==> src/rtl/idec_pkg.sv <==
package idec_pkg;

   typedef enum logic [1:0] {FU_NONE = 2'd0, FU_ALU, FU_LOGIC, FU_MUL} fu_e;
   typedef enum logic [1:0] {FM_NONE = 2'd0, FM_D, FM_X, FM_XO} form_e;
   typedef enum logic [3:0] {
      OP_NONE = 4'd0, OP_ADD, OP_SUBF, OP_NEG, OP_MUL, OP_CMP, OP_CMPL,
      OP_AND, OP_OR, OP_XOR, OP_NAND, OP_NOR, OP_EQV, OP_ANDC, OP_ORC
   } op_e;
   typedef enum logic [1:0] {I1_NONE = 2'd0, I1_A, I1_A0, I1_S} in1_e;
   typedef enum logic [2:0] {
      I2_NONE = 3'd0, I2_B, I2_SIMM, I2_SIMM_HI, I2_UIMM, I2_UIMM_HI
   } in2_e;
   typedef enum logic [0:0] {I3_NONE = 1'b0, I3_S} in3_e;
   typedef enum logic [1:0] {DS_NONE = 2'd0, DS_T, DS_A, DS_CR} dst_e;
   typedef enum logic [1:0] {RC_NONE = 2'd0, RC_ONE, RC_FIELD} rc_e;
   typedef enum logic [2:0] {LS_NONE = 3'd0, LS_1, LS_2, LS_4, LS_8} lsl_e;
   typedef enum logic [1:0] {CI_ZERO = 2'd0, CI_ONE, CI_CARRY} cin_e;

   typedef struct packed {
      fu_e   unit;
      form_e form;
      op_e   op;
      in1_e  in1;
      in2_e  in2;
      in3_e  in3;
      dst_e  dst;
      rc_e   rc;
      lsl_e  lsl;
      cin_e  cin;
      logic  cout;
      logic  inv_a;
   } ctl_t;

   localparam ctl_t CTL_DEFAULT = ctl_t'('0);

   // major opcode values
   localparam int PO_MULI    = 7;
   localparam int PO_SUBI_C  = 8;
   localparam int PO_CMPLI   = 10;
   localparam int PO_CMPI    = 11;
   localparam int PO_ADDI_C  = 12;
   localparam int PO_ADDI_CR = 13;
   localparam int PO_ADDI    = 14;
   localparam int PO_ADDIS   = 15;
   localparam int PO_ORI     = 24;
   localparam int PO_ORIS    = 25;
   localparam int PO_XORI    = 26;
   localparam int PO_XORIS   = 27;
   localparam int PO_ANDI    = 28;
   localparam int PO_ANDIS   = 29;
   localparam int PO_EXT     = 31;

   // 9-bit arithmetic slice values
   localparam int XO_ADD  = 266;
   localparam int XO_SUBF = 40;
   localparam int XO_NEG  = 104;

   // 10-bit slice values
   localparam int XX_CMP  = 0;
   localparam int XX_CMPL = 32;
   localparam int XX_AND  = 28;
   localparam int XX_OR   = 444;
   localparam int XX_XOR  = 316;
   localparam int XX_NAND = 476;
   localparam int XX_NOR  = 124;
   localparam int XX_EQV  = 284;
   localparam int XX_ANDC = 60;
   localparam int XX_ORC  = 412;

   function automatic ctl_t mk_row(fu_e u, form_e f, op_e o, in1_e a, in2_e b,
                                   dst_e d, rc_e r, cin_e c, logic co, logic inv);
      ctl_t x;
      x       = CTL_DEFAULT;
      x.unit  = u;
      x.form  = f;
      x.op    = o;
      x.in1   = a;
      x.in2   = b;
      x.in3   = I3_NONE;
      x.dst   = d;
      x.rc    = r;
      x.lsl   = LS_NONE;
      x.cin   = c;
      x.cout  = co;
      x.inv_a = inv;
      return x;
   endfunction

endpackage

==> src/rtl/idec_major.sv <==
module idec_major
   import idec_pkg::*;
#(
   parameter int PRI_W    = 6,
   parameter int EXT_CODE = PO_EXT
) (
   input  logic [PRI_W-1:0] pri,
   output ctl_t             row,
   output logic             hit,
   output logic             to_ext,
   output logic             need_l0
);

   always_comb begin
      row     = CTL_DEFAULT;
      hit     = 1'b1;
      to_ext  = 1'b0;
      need_l0 = 1'b0;
      case (int'(pri))
         PO_ADDI:    row = mk_row(FU_ALU, FM_D, OP_ADD, I1_A0, I2_SIMM, DS_T, RC_NONE, CI_ZERO, 1'b0, 1'b0);
         PO_ADDIS:   row = mk_row(FU_ALU, FM_D, OP_ADD, I1_A0, I2_SIMM_HI, DS_T, RC_NONE, CI_ZERO, 1'b0, 1'b0);
         PO_MULI:    row = mk_row(FU_MUL, FM_D, OP_MUL, I1_A, I2_SIMM, DS_T, RC_NONE, CI_ZERO, 1'b0, 1'b0);
         PO_ADDI_C:  row = mk_row(FU_ALU, FM_D, OP_ADD, I1_A, I2_SIMM, DS_T, RC_NONE, CI_ZERO, 1'b1, 1'b0);
         PO_ADDI_CR: row = mk_row(FU_ALU, FM_D, OP_ADD, I1_A, I2_SIMM, DS_T, RC_ONE, CI_ZERO, 1'b1, 1'b0);
         PO_SUBI_C:  row = mk_row(FU_ALU, FM_D, OP_SUBF, I1_A, I2_SIMM, DS_T, RC_NONE, CI_ONE, 1'b1, 1'b1);
         PO_CMPI: begin
            row     = mk_row(FU_ALU, FM_D, OP_CMP, I1_A, I2_SIMM, DS_CR, RC_NONE, CI_ZERO, 1'b0, 1'b0);
            need_l0 = 1'b1;
         end
         PO_CMPLI: begin
            row     = mk_row(FU_ALU, FM_D, OP_CMPL, I1_A, I2_UIMM, DS_CR, RC_NONE, CI_ZERO, 1'b0, 1'b0);
            need_l0 = 1'b1;
         end
         PO_ORI:   row = mk_row(FU_LOGIC, FM_D, OP_OR,  I1_S, I2_UIMM,    DS_A, RC_NONE, CI_ZERO, 1'b0, 1'b0);
         PO_ORIS:  row = mk_row(FU_LOGIC, FM_D, OP_OR,  I1_S, I2_UIMM_HI, DS_A, RC_NONE, CI_ZERO, 1'b0, 1'b0);
         PO_XORI:  row = mk_row(FU_LOGIC, FM_D, OP_XOR, I1_S, I2_UIMM,    DS_A, RC_NONE, CI_ZERO, 1'b0, 1'b0);
         PO_XORIS: row = mk_row(FU_LOGIC, FM_D, OP_XOR, I1_S, I2_UIMM_HI, DS_A, RC_NONE, CI_ZERO, 1'b0, 1'b0);
         PO_ANDI:  row = mk_row(FU_LOGIC, FM_D, OP_AND, I1_S, I2_UIMM,    DS_A, RC_ONE,  CI_ZERO, 1'b0, 1'b0);
         PO_ANDIS: row = mk_row(FU_LOGIC, FM_D, OP_AND, I1_S, I2_UIMM_HI, DS_A, RC_ONE,  CI_ZERO, 1'b0, 1'b0);
         default: begin
            if (int'(pri) == EXT_CODE) begin
               to_ext = 1'b1;
            end else begin
               hit = 1'b0;
            end
         end
      endcase
   end

endmodule

==> src/rtl/idec_minor.sv <==
module idec_minor
   import idec_pkg::*;
#(
   parameter int XO_W = 9,
   parameter int X_W  = 10
) (
   input  logic [X_W-1:0] xfield,
   output ctl_t           row,
   output logic           hit,
   output logic           need_rb0,
   output logic           need_l0
);

   ctl_t xo_row;
   logic xo_hit;
   ctl_t x_row;
   logic x_hit;
   logic x_l0;

   // narrower arithmetic slice, overflow-enable bit ignored
   always_comb begin
      xo_row = CTL_DEFAULT;
      xo_hit = 1'b1;
      case (int'(xfield[XO_W-1:0]))
         XO_ADD:  xo_row = mk_row(FU_ALU, FM_XO, OP_ADD,  I1_A, I2_B,    DS_T, RC_FIELD, CI_ZERO, 1'b0, 1'b0);
         XO_SUBF: xo_row = mk_row(FU_ALU, FM_XO, OP_SUBF, I1_A, I2_B,    DS_T, RC_FIELD, CI_ONE,  1'b0, 1'b1);
         XO_NEG:  xo_row = mk_row(FU_ALU, FM_XO, OP_NEG,  I1_A, I2_NONE, DS_T, RC_FIELD, CI_ONE,  1'b0, 1'b1);
         default: xo_hit = 1'b0;
      endcase
   end

   // full slice: compares and logicals
   always_comb begin
      x_row = CTL_DEFAULT;
      x_hit = 1'b1;
      x_l0  = 1'b0;
      case (int'(xfield))
         XX_CMP: begin
            x_row = mk_row(FU_ALU, FM_X, OP_CMP, I1_A, I2_B, DS_CR, RC_NONE, CI_ZERO, 1'b0, 1'b0);
            x_l0  = 1'b1;
         end
         XX_CMPL: begin
            x_row = mk_row(FU_ALU, FM_X, OP_CMPL, I1_A, I2_B, DS_CR, RC_NONE, CI_ZERO, 1'b0, 1'b0);
            x_l0  = 1'b1;
         end
         XX_AND:  x_row = mk_row(FU_LOGIC, FM_X, OP_AND,  I1_S, I2_B, DS_A, RC_FIELD, CI_ZERO, 1'b0, 1'b0);
         XX_OR:   x_row = mk_row(FU_LOGIC, FM_X, OP_OR,   I1_S, I2_B, DS_A, RC_FIELD, CI_ZERO, 1'b0, 1'b0);
         XX_XOR:  x_row = mk_row(FU_LOGIC, FM_X, OP_XOR,  I1_S, I2_B, DS_A, RC_FIELD, CI_ZERO, 1'b0, 1'b0);
         XX_NAND: x_row = mk_row(FU_LOGIC, FM_X, OP_NAND, I1_S, I2_B, DS_A, RC_FIELD, CI_ZERO, 1'b0, 1'b0);
         XX_NOR:  x_row = mk_row(FU_LOGIC, FM_X, OP_NOR,  I1_S, I2_B, DS_A, RC_FIELD, CI_ZERO, 1'b0, 1'b0);
         XX_EQV:  x_row = mk_row(FU_LOGIC, FM_X, OP_EQV,  I1_S, I2_B, DS_A, RC_FIELD, CI_ZERO, 1'b0, 1'b0);
         XX_ANDC: x_row = mk_row(FU_LOGIC, FM_X, OP_ANDC, I1_S, I2_B, DS_A, RC_FIELD, CI_ZERO, 1'b0, 1'b0);
         XX_ORC:  x_row = mk_row(FU_LOGIC, FM_X, OP_ORC,  I1_S, I2_B, DS_A, RC_FIELD, CI_ZERO, 1'b0, 1'b0);
         default: x_hit = 1'b0;
      endcase
   end

   always_comb begin
      if (xo_hit) begin
         row      = xo_row;
         hit      = 1'b1;
         need_rb0 = (xo_row.op == OP_NEG);
         need_l0  = 1'b0;
      end else begin
         row      = x_row;
         hit      = x_hit;
         need_rb0 = 1'b0;
         need_l0  = x_l0;
      end
   end

endmodule

==> src/rtl/idec_subpat.sv <==
module idec_subpat #(
   parameter int RB_W = 5
) (
   input  logic [RB_W-1:0] rb_field,
   input  logic            l_bit,
   input  logic            need_rb0,
   input  logic            need_l0,
   output logic            ok
);

   logic rb_ok;
   logic l_ok;

   assign rb_ok = !need_rb0 || (rb_field == '0);
   assign l_ok  = !need_l0 || !l_bit;
   assign ok    = rb_ok && l_ok;

endmodule

==> src/rtl/idec_top.sv <==
module idec_top
   import idec_pkg::*;
#(
   parameter int INSN_W     = 32,
   parameter int PRI_W      = 6,
   parameter int XO_W       = 9,
   parameter int X_W        = 10,
   parameter int X_LSB      = 1,
   parameter int RB_LSB     = 11,
   parameter int RB_W       = 5,
   parameter int L_BIT      = 22,
   parameter int OUT_STAGES = 1
) (
   input  logic              clk,
   input  logic              rst_n,
   input  logic              in_valid,
   input  logic [INSN_W-1:0] in_word,
   output logic              out_valid,
   output logic              out_illegal,
   output logic [1:0]        out_unit,
   output logic [1:0]        out_form,
   output logic [3:0]        out_op,
   output logic [1:0]        out_in1,
   output logic [2:0]        out_in2,
   output logic [0:0]        out_in3,
   output logic [1:0]        out_dst,
   output logic [1:0]        out_rc,
   output logic [2:0]        out_ls_len,
   output logic [1:0]        out_cin,
   output logic              out_cout,
   output logic              out_inv_a
);

   localparam int PRI_LSB = INSN_W - PRI_W;

   // elaboration-time parameter checks
   generate
      if (INSN_W != 32) begin : g_bad_width
         $error("idec_top: INSN_W must be 32");
      end
      if (XO_W >= X_W) begin : g_bad_slices
         $error("idec_top: XO_W must be narrower than X_W");
      end
      if (X_LSB + X_W > PRI_LSB) begin : g_bad_xpos
         $error("idec_top: extended slice overlaps major opcode");
      end
      if (OUT_STAGES < 1 || OUT_STAGES > 2) begin : g_bad_stages
         $error("idec_top: OUT_STAGES must be 1 or 2");
      end
   endgenerate

   // level 1
   ctl_t maj_row;
   logic maj_hit;
   logic maj_ext;
   logic maj_l0;

   idec_major #(.PRI_W(PRI_W)) u_major (
      .pri     (in_word[PRI_LSB +: PRI_W]),
      .row     (maj_row),
      .hit     (maj_hit),
      .to_ext  (maj_ext),
      .need_l0 (maj_l0)
   );

   // level 2
   ctl_t min_row;
   logic min_hit;
   logic min_rb0;
   logic min_l0;

   idec_minor #(.XO_W(XO_W), .X_W(X_W)) u_minor (
      .xfield   (in_word[X_LSB +: X_W]),
      .row      (min_row),
      .hit      (min_hit),
      .need_rb0 (min_rb0),
      .need_l0  (min_l0)
   );

   // level 3
   ctl_t sel_row;
   logic sel_hit;
   logic sel_rb0;
   logic sel_l0;
   logic sub_ok;

   always_comb begin
      if (maj_ext) begin
         sel_row = min_row;
         sel_hit = min_hit;
         sel_rb0 = min_rb0;
         sel_l0  = min_l0;
      end else begin
         sel_row = maj_row;
         sel_hit = maj_hit;
         sel_rb0 = 1'b0;
         sel_l0  = maj_l0;
      end
   end

   idec_subpat #(.RB_W(RB_W)) u_subpat (
      .rb_field (in_word[RB_LSB +: RB_W]),
      .l_bit    (in_word[L_BIT]),
      .need_rb0 (sel_rb0),
      .need_l0  (sel_l0),
      .ok       (sub_ok)
   );

   logic legal;
   ctl_t d_ctl;
   logic d_ill;

   assign legal = sel_hit && sub_ok;
   assign d_ctl = (in_valid && legal) ? sel_row : CTL_DEFAULT;
   assign d_ill = in_valid && !legal;

   // output stages
   ctl_t st_ctl [OUT_STAGES+1];
   logic st_vld [OUT_STAGES+1];
   logic st_ill [OUT_STAGES+1];

   assign st_ctl[0] = d_ctl;
   assign st_vld[0] = in_valid;
   assign st_ill[0] = d_ill;

   genvar s;
   generate
      for (s = 0; s < OUT_STAGES; s++) begin : g_stage
         always_ff @(posedge clk or negedge rst_n) begin
            if (!rst_n) begin
               st_ctl[s+1] <= CTL_DEFAULT;
               st_vld[s+1] <= 1'b0;
               st_ill[s+1] <= 1'b0;
            end else begin
               st_ctl[s+1] <= st_ctl[s];
               st_vld[s+1] <= st_vld[s];
               st_ill[s+1] <= st_ill[s];
            end
         end
      end
   endgenerate

   ctl_t q;
   assign q           = st_ctl[OUT_STAGES];
   assign out_valid   = st_vld[OUT_STAGES];
   assign out_illegal = st_ill[OUT_STAGES];
   assign out_unit    = q.unit;
   assign out_form    = q.form;
   assign out_op      = q.op;
   assign out_in1     = q.in1;
   assign out_in2     = q.in2;
   assign out_in3     = q.in3;
   assign out_dst     = q.dst;
   assign out_rc      = q.rc;
   assign out_ls_len  = q.lsl;
   assign out_cin     = q.cin;
   assign out_cout    = q.cout;
   assign out_inv_a   = q.inv_a;

endmodule

==> config.mk <==
export PLATFORM = sky130hd
export DESIGN_NAME = idec_top
export DESIGN_NICKNAME = d
export VERILOG_FILES = /design/src/rtl/idec_pkg.sv /design/src/rtl/idec_major.sv /design/src/rtl/idec_minor.sv /design/src/rtl/idec_subpat.sv /design/src/rtl/idec_top.sv
export SDC_FILE = /design/constraint.sdc
export NUM_CORES = 1
export LEC_CHECK = 0
export ABC_AREA = 1
export BUFFER_PORTS_ARGS = -buffer_cell sky130_fd_sc_hd__clkbuf_2
export CAP_MARGIN = 20
export CORE_UTILIZATION = 50
export CTS_BUF_LIST = sky130_fd_sc_hd__clkbuf_4
export DETAILED_ROUTE_END_ITERATION = 8
export PLACE_DENSITY_LB_ADDON = 0.25
export SLEW_MARGIN = 5
export SYNTH_ARGS = -nofsm -noshare
export SYNTH_HDL_FRONTEND = slang
export SYNTH_SLANG_ARGS = --single-unit
==> constraint.sdc <==
create_clock -name clk -period 0.8 [get_ports clk]
set_input_delay 0.16 -clock clk [delete_from_list [all_inputs] [get_ports clk]]
set_output_delay 0.16 -clock clk [all_outputs]
set_load 0.05 [all_outputs]
==> results of run 1 <==
## cells by family after synthesis
| group | share of synthesized area (%) |
|---|---|
| flops | 32.4 |
| simple gates | 47.7 |
| buf+inv | 12.9 |
| compound gates | 6.80 |
| other cells | 0.242 |
## repair_timing
action,4_1_cts
gates cloned,0
hold buffers,1
pin swaps,8
gates resized for setup,71
endpoints found under the setup margin,41
endpoints found under the hold margin,20
setup buffers,5
## metrics by stage
stage | instances | utilization [%] | worst slack, ns
after global placement | 360 | 79.4 | -0.673
after floorplan | 238 | - | -0.444
after CTS | 370 | 93.6 | -0.353
after detailed placement | 360 | 79.4 | -0.795
## synth_stat cells
cell	number	area share, %
a21oi_1	3	0.97
nand3b_1	3	1.5
o311ai_0	1	0.57
o21ai_0	7	2.3
nor2_2	11	4.5
dfrtp_1	20	32
a31oi_1	1	0.40
nand3_4	1	1.1
o31ai_1	3	1.5
clkinv_4	1	0.57
nor2_4	1	0.73
buf_6	1	0.73
and2_1	1	0.40
buf_4	8	3.9
inv_1	27	6.6
nand2_2	2	0.81
nand4_1	6	2.4
nor2_1	46	11
o21ai_2	1	0.57
nand2_1	48	12
and3_1	1	0.40
nand3_1	29	9.4
conb_1	1	0.24
nand4_4	1	1.4
a31o_2	1	0.57
inv_2	5	1.2
nor3_1	1	0.32
nand3_2	3	1.9
==> reports/metrics.cfg, run 1 <==
[clock_network]
clock-sinks=20
cts_buffers=3
htreeDepth=1
clockRootBuffer=clkbuf_4
clockBufferDepth=2

[floorplan]
start_util_pct=54.2
placementRows=19
ios=62
die_h_um=57.6
die_x_um=57.6

[placed_design]
place_area_um2=2260
dp_hpwl_um=3450
place.gp.congestion=0.899
portBuffers=46

[outcome]
outcome=aborted with a tool error
failed_stage=global routing
stop_error=[ERROR DPL-0038] Utilization greater than 100%, impossible to legalize

[synthesis]
syn_area_um2=1550
synthCells=234
synth_area_per_cell_um2=6.61
ys_warn_count=0
yosys.cell_types.count=28
ys_seq_area_share_pct=32.4
ys_ff_latch=20

[grt]
grt_max_degree=21

[sta]
postGrtWorstEndpoint=out_rc[1]$_DFF_PN0_/D
worst-ep-kind=sequential cell input

==> run 2, diff against run 1 <==
--- a/config.mk
+++ b/config.mk
@@ -8,10 +8,9 @@
 export ABC_AREA = 1
 export BUFFER_PORTS_ARGS = -buffer_cell sky130_fd_sc_hd__clkbuf_2
 export CAP_MARGIN = 20
-export CORE_UTILIZATION = 50
-export CTS_BUF_LIST = sky130_fd_sc_hd__clkbuf_4
+export CORE_UTILIZATION = 35
 export DETAILED_ROUTE_END_ITERATION = 8
-export PLACE_DENSITY_LB_ADDON = 0.25
+export PLACE_DENSITY_LB_ADDON = 0.15
 export SLEW_MARGIN = 5
 export SYNTH_ARGS = -nofsm -noshare
 export SYNTH_HDL_FRONTEND = slang
==> run 2 against run 1 <==
  * Area after synthesis did not move
  * Synthesized cell count did not move
  * The flow now finishes, with violations (setup timing)
==> reports/metrics.cfg, run 2 <==
[finish]
regArea_um2=503
finalCoreUtilization_pct=76.5
nNetsFinal=391
fill_cells=281
diodes=0
largest_reg_flops=4
drive_above_1_share_pct=59.3
multi_input_area_um2=1200
area.growth.synth_to_final_pct=103
most-common-layout-cells=buf_4 (66), nand2_1 (33), nor2_1 (23), buf_8 (23), nand3_1 (21)
final_common_cell=buf_4

[setup_path]
cp_data_required_time_ns=0.93
worst-path-max-fanout=5
arrival_ns=1.41
critPathLaunchType=input pin
crit_type=in2reg
end_kind=register

[grt]
grt_max_degree=21
grt_use_total_pct=22.0
antenna_found_initial=0
gr-total-overflow=0
first_global_vias=1749
grt_pass1_wl_um=7800

[sta]
setup_viol=41
min_period_over_period_pct=160
hold_viol_final=0
setup_ws_ns=-0.483
rsz0062_at_grt=true
whs_ns=0.217
slew_violations=0
setup_tns_ns=-11.62
period_needed_ns=1.28
fmax_ghz=0.779

[floorplan]
die_h_um=68.5  ; +19%
core_area_um2=4120
placementRows=23  ; +4
start_util_pct=37.6  ; -17 points
die_area_um2=4690
ios=62  ; unchanged
die_x_um=68.5  ; +19%

[placed_design]
pre_cts_slack_ns=-0.738  ; +0.0573 ns
place.gp.congestion=0.839  ; -6.7%
portBuffers=46  ; unchanged
dp_hpwl_um=3380  ; -2.0%

[route]
drt-total-wl_um=5350
antenna_left=0
drtIter0Drc=99
viasPerCell=4.87
drc_errors=0
via_count=1968
drt-pass1-iter-count=4
routedWlPerCell_um=13.2

[synthesis]
synthTopCellsByArea=dfrtp_1 (32%), nand2_1 (12%), nor2_1 (11%)
synthFlopType=dfrtp_1
ys_warn_count=0  ; unchanged
synth_edf_count=0  ; unchanged
yosys.cell_types.count=28  ; unchanged
synth_most_common_cell=nand2_1
synthCells=234  ; unchanged
async_flop_share_pct=100  ; unchanged
synth.largest_area_cell=dfrtp_1
ys_ff_latch=20  ; unchanged
syn_area_um2=1550  ; unchanged
yosys-top-cells-count=nand2_1 (48), nor2_1 (46), nand3_1 (29)
synth_top_area_share_pct=32.4  ; unchanged
ys_seq_area_share_pct=32.4  ; unchanged
synth_area_per_cell_um2=6.61  ; unchanged

[power]
ir_drop_mv=0.545
p_leak_uw=0.00155
power.density_nw_per_um2=833

[clock_network]
cts_tree=done
clockBufferDepth=2  ; unchanged
cts_buffers=3  ; unchanged
clk_pin_slew_ns=0.07
htreeDepth=1  ; unchanged
clock-sinks=20  ; unchanged
clockRootBuffer=clkbuf_8

[hold_path]
holdPathStages=1
hp-class=in2reg

[outcome]
outcome=finished, violations left
violations=setup timing

[job]
maxCapViolations=0

==> run 2: area by class of cell <==
type / count / share of cell area (%)
Timing Repair Buffer: 119 / 37.5
Multi-Input combinational cell: 179 / 38.3
Clock buffer: 3 / 1.31
Inverter: 33 / 4.97
Sequential cell: 20 / 16.0
Tap cell: 50 / 1.99
==> run 2: worst paths after layout <==
path	from	end	slack [ns]
max in group asynchronous	rst_n	out_dst[0]$_DFF_PN0_	0.22
min in group asynchronous	rst_n	out_op[2]$_DFF_PN0_	0.35
setup / recovery	in_word[30]	out_op[0]$_DFF_PN0_	-0.48
hold / removal	in_valid	out_valid$_DFF_PN0_	0.22
==> run 2: cells by family (layout without fill, tap and decap cells) <==
kind of cell,after synthesis,after routing,share of synthesized area [%]
simple gates,154,157,47.7
buf+inv,42,155,12.9
flops,20,20,32.4
compound gates,17,17,6.80
other cells,1,5,0.242
==> run 2: stage by stage <==
| step | cell area [µm²] | total power (µW) | cells |
|---|---|---|---|
| after detailed placement | 2300 | 1730 | 380 |
| after CTS | 2880 | 2510 | 396 |
| after global placement | 2300 | 1730 | 380 |
| after global routing | 3150 | 2750 | 404 |
| after floorplan | 1680 | 1450 | 238 |
| final | 3150 | 2620 | 404 |
==> run 2: timing repair <==
item                                    4_1_cts  5_1_grt
endpoints found under the setup margin       41       61
pin swaps                                    23       30
cloned                                        3        0
hold buffers                                  1        0
resized for setup                            93       80
buffers inserted                              9        8
endpoints found under the hold margin        20        0
==> run 2: critical path, cell delays in order <==
cell and delay [ns]:
buf_4 0.13, nor2_4 0.13, nand4_1 0.19, nand2_2 0.12, inv_2 0.06, nor2_4 0.15, o21ai_4 0.10, buf_6 0.14
nand4_4 0.15, nor2_2 0.08
==> run 2: per-layer routing <==
layer | vias to the layer above | routed length [µm] | GRT usage [%] | share of wire (%)
met3 | 15 | 255 | 1.33 | 4.8
li1 | 987 | - | - | -
met1 | 898 | 2100 | 27.3 | 39
met5 | - | 0 | 0 | 0
met4 | 0 | 153 | 5.47 | 2.9
met2 | 68 | 2840 | 40.6 | 53
==> run 2: where the power goes <==
group	switching, µW	total, µW	leakage [µW]	internal [µW]
combinational	538	955	0.00126	417
sequential	12.1	1040	0.000271	1030
clock	295	628	0.0000216	334
Power figures use the tool's default switching activity.
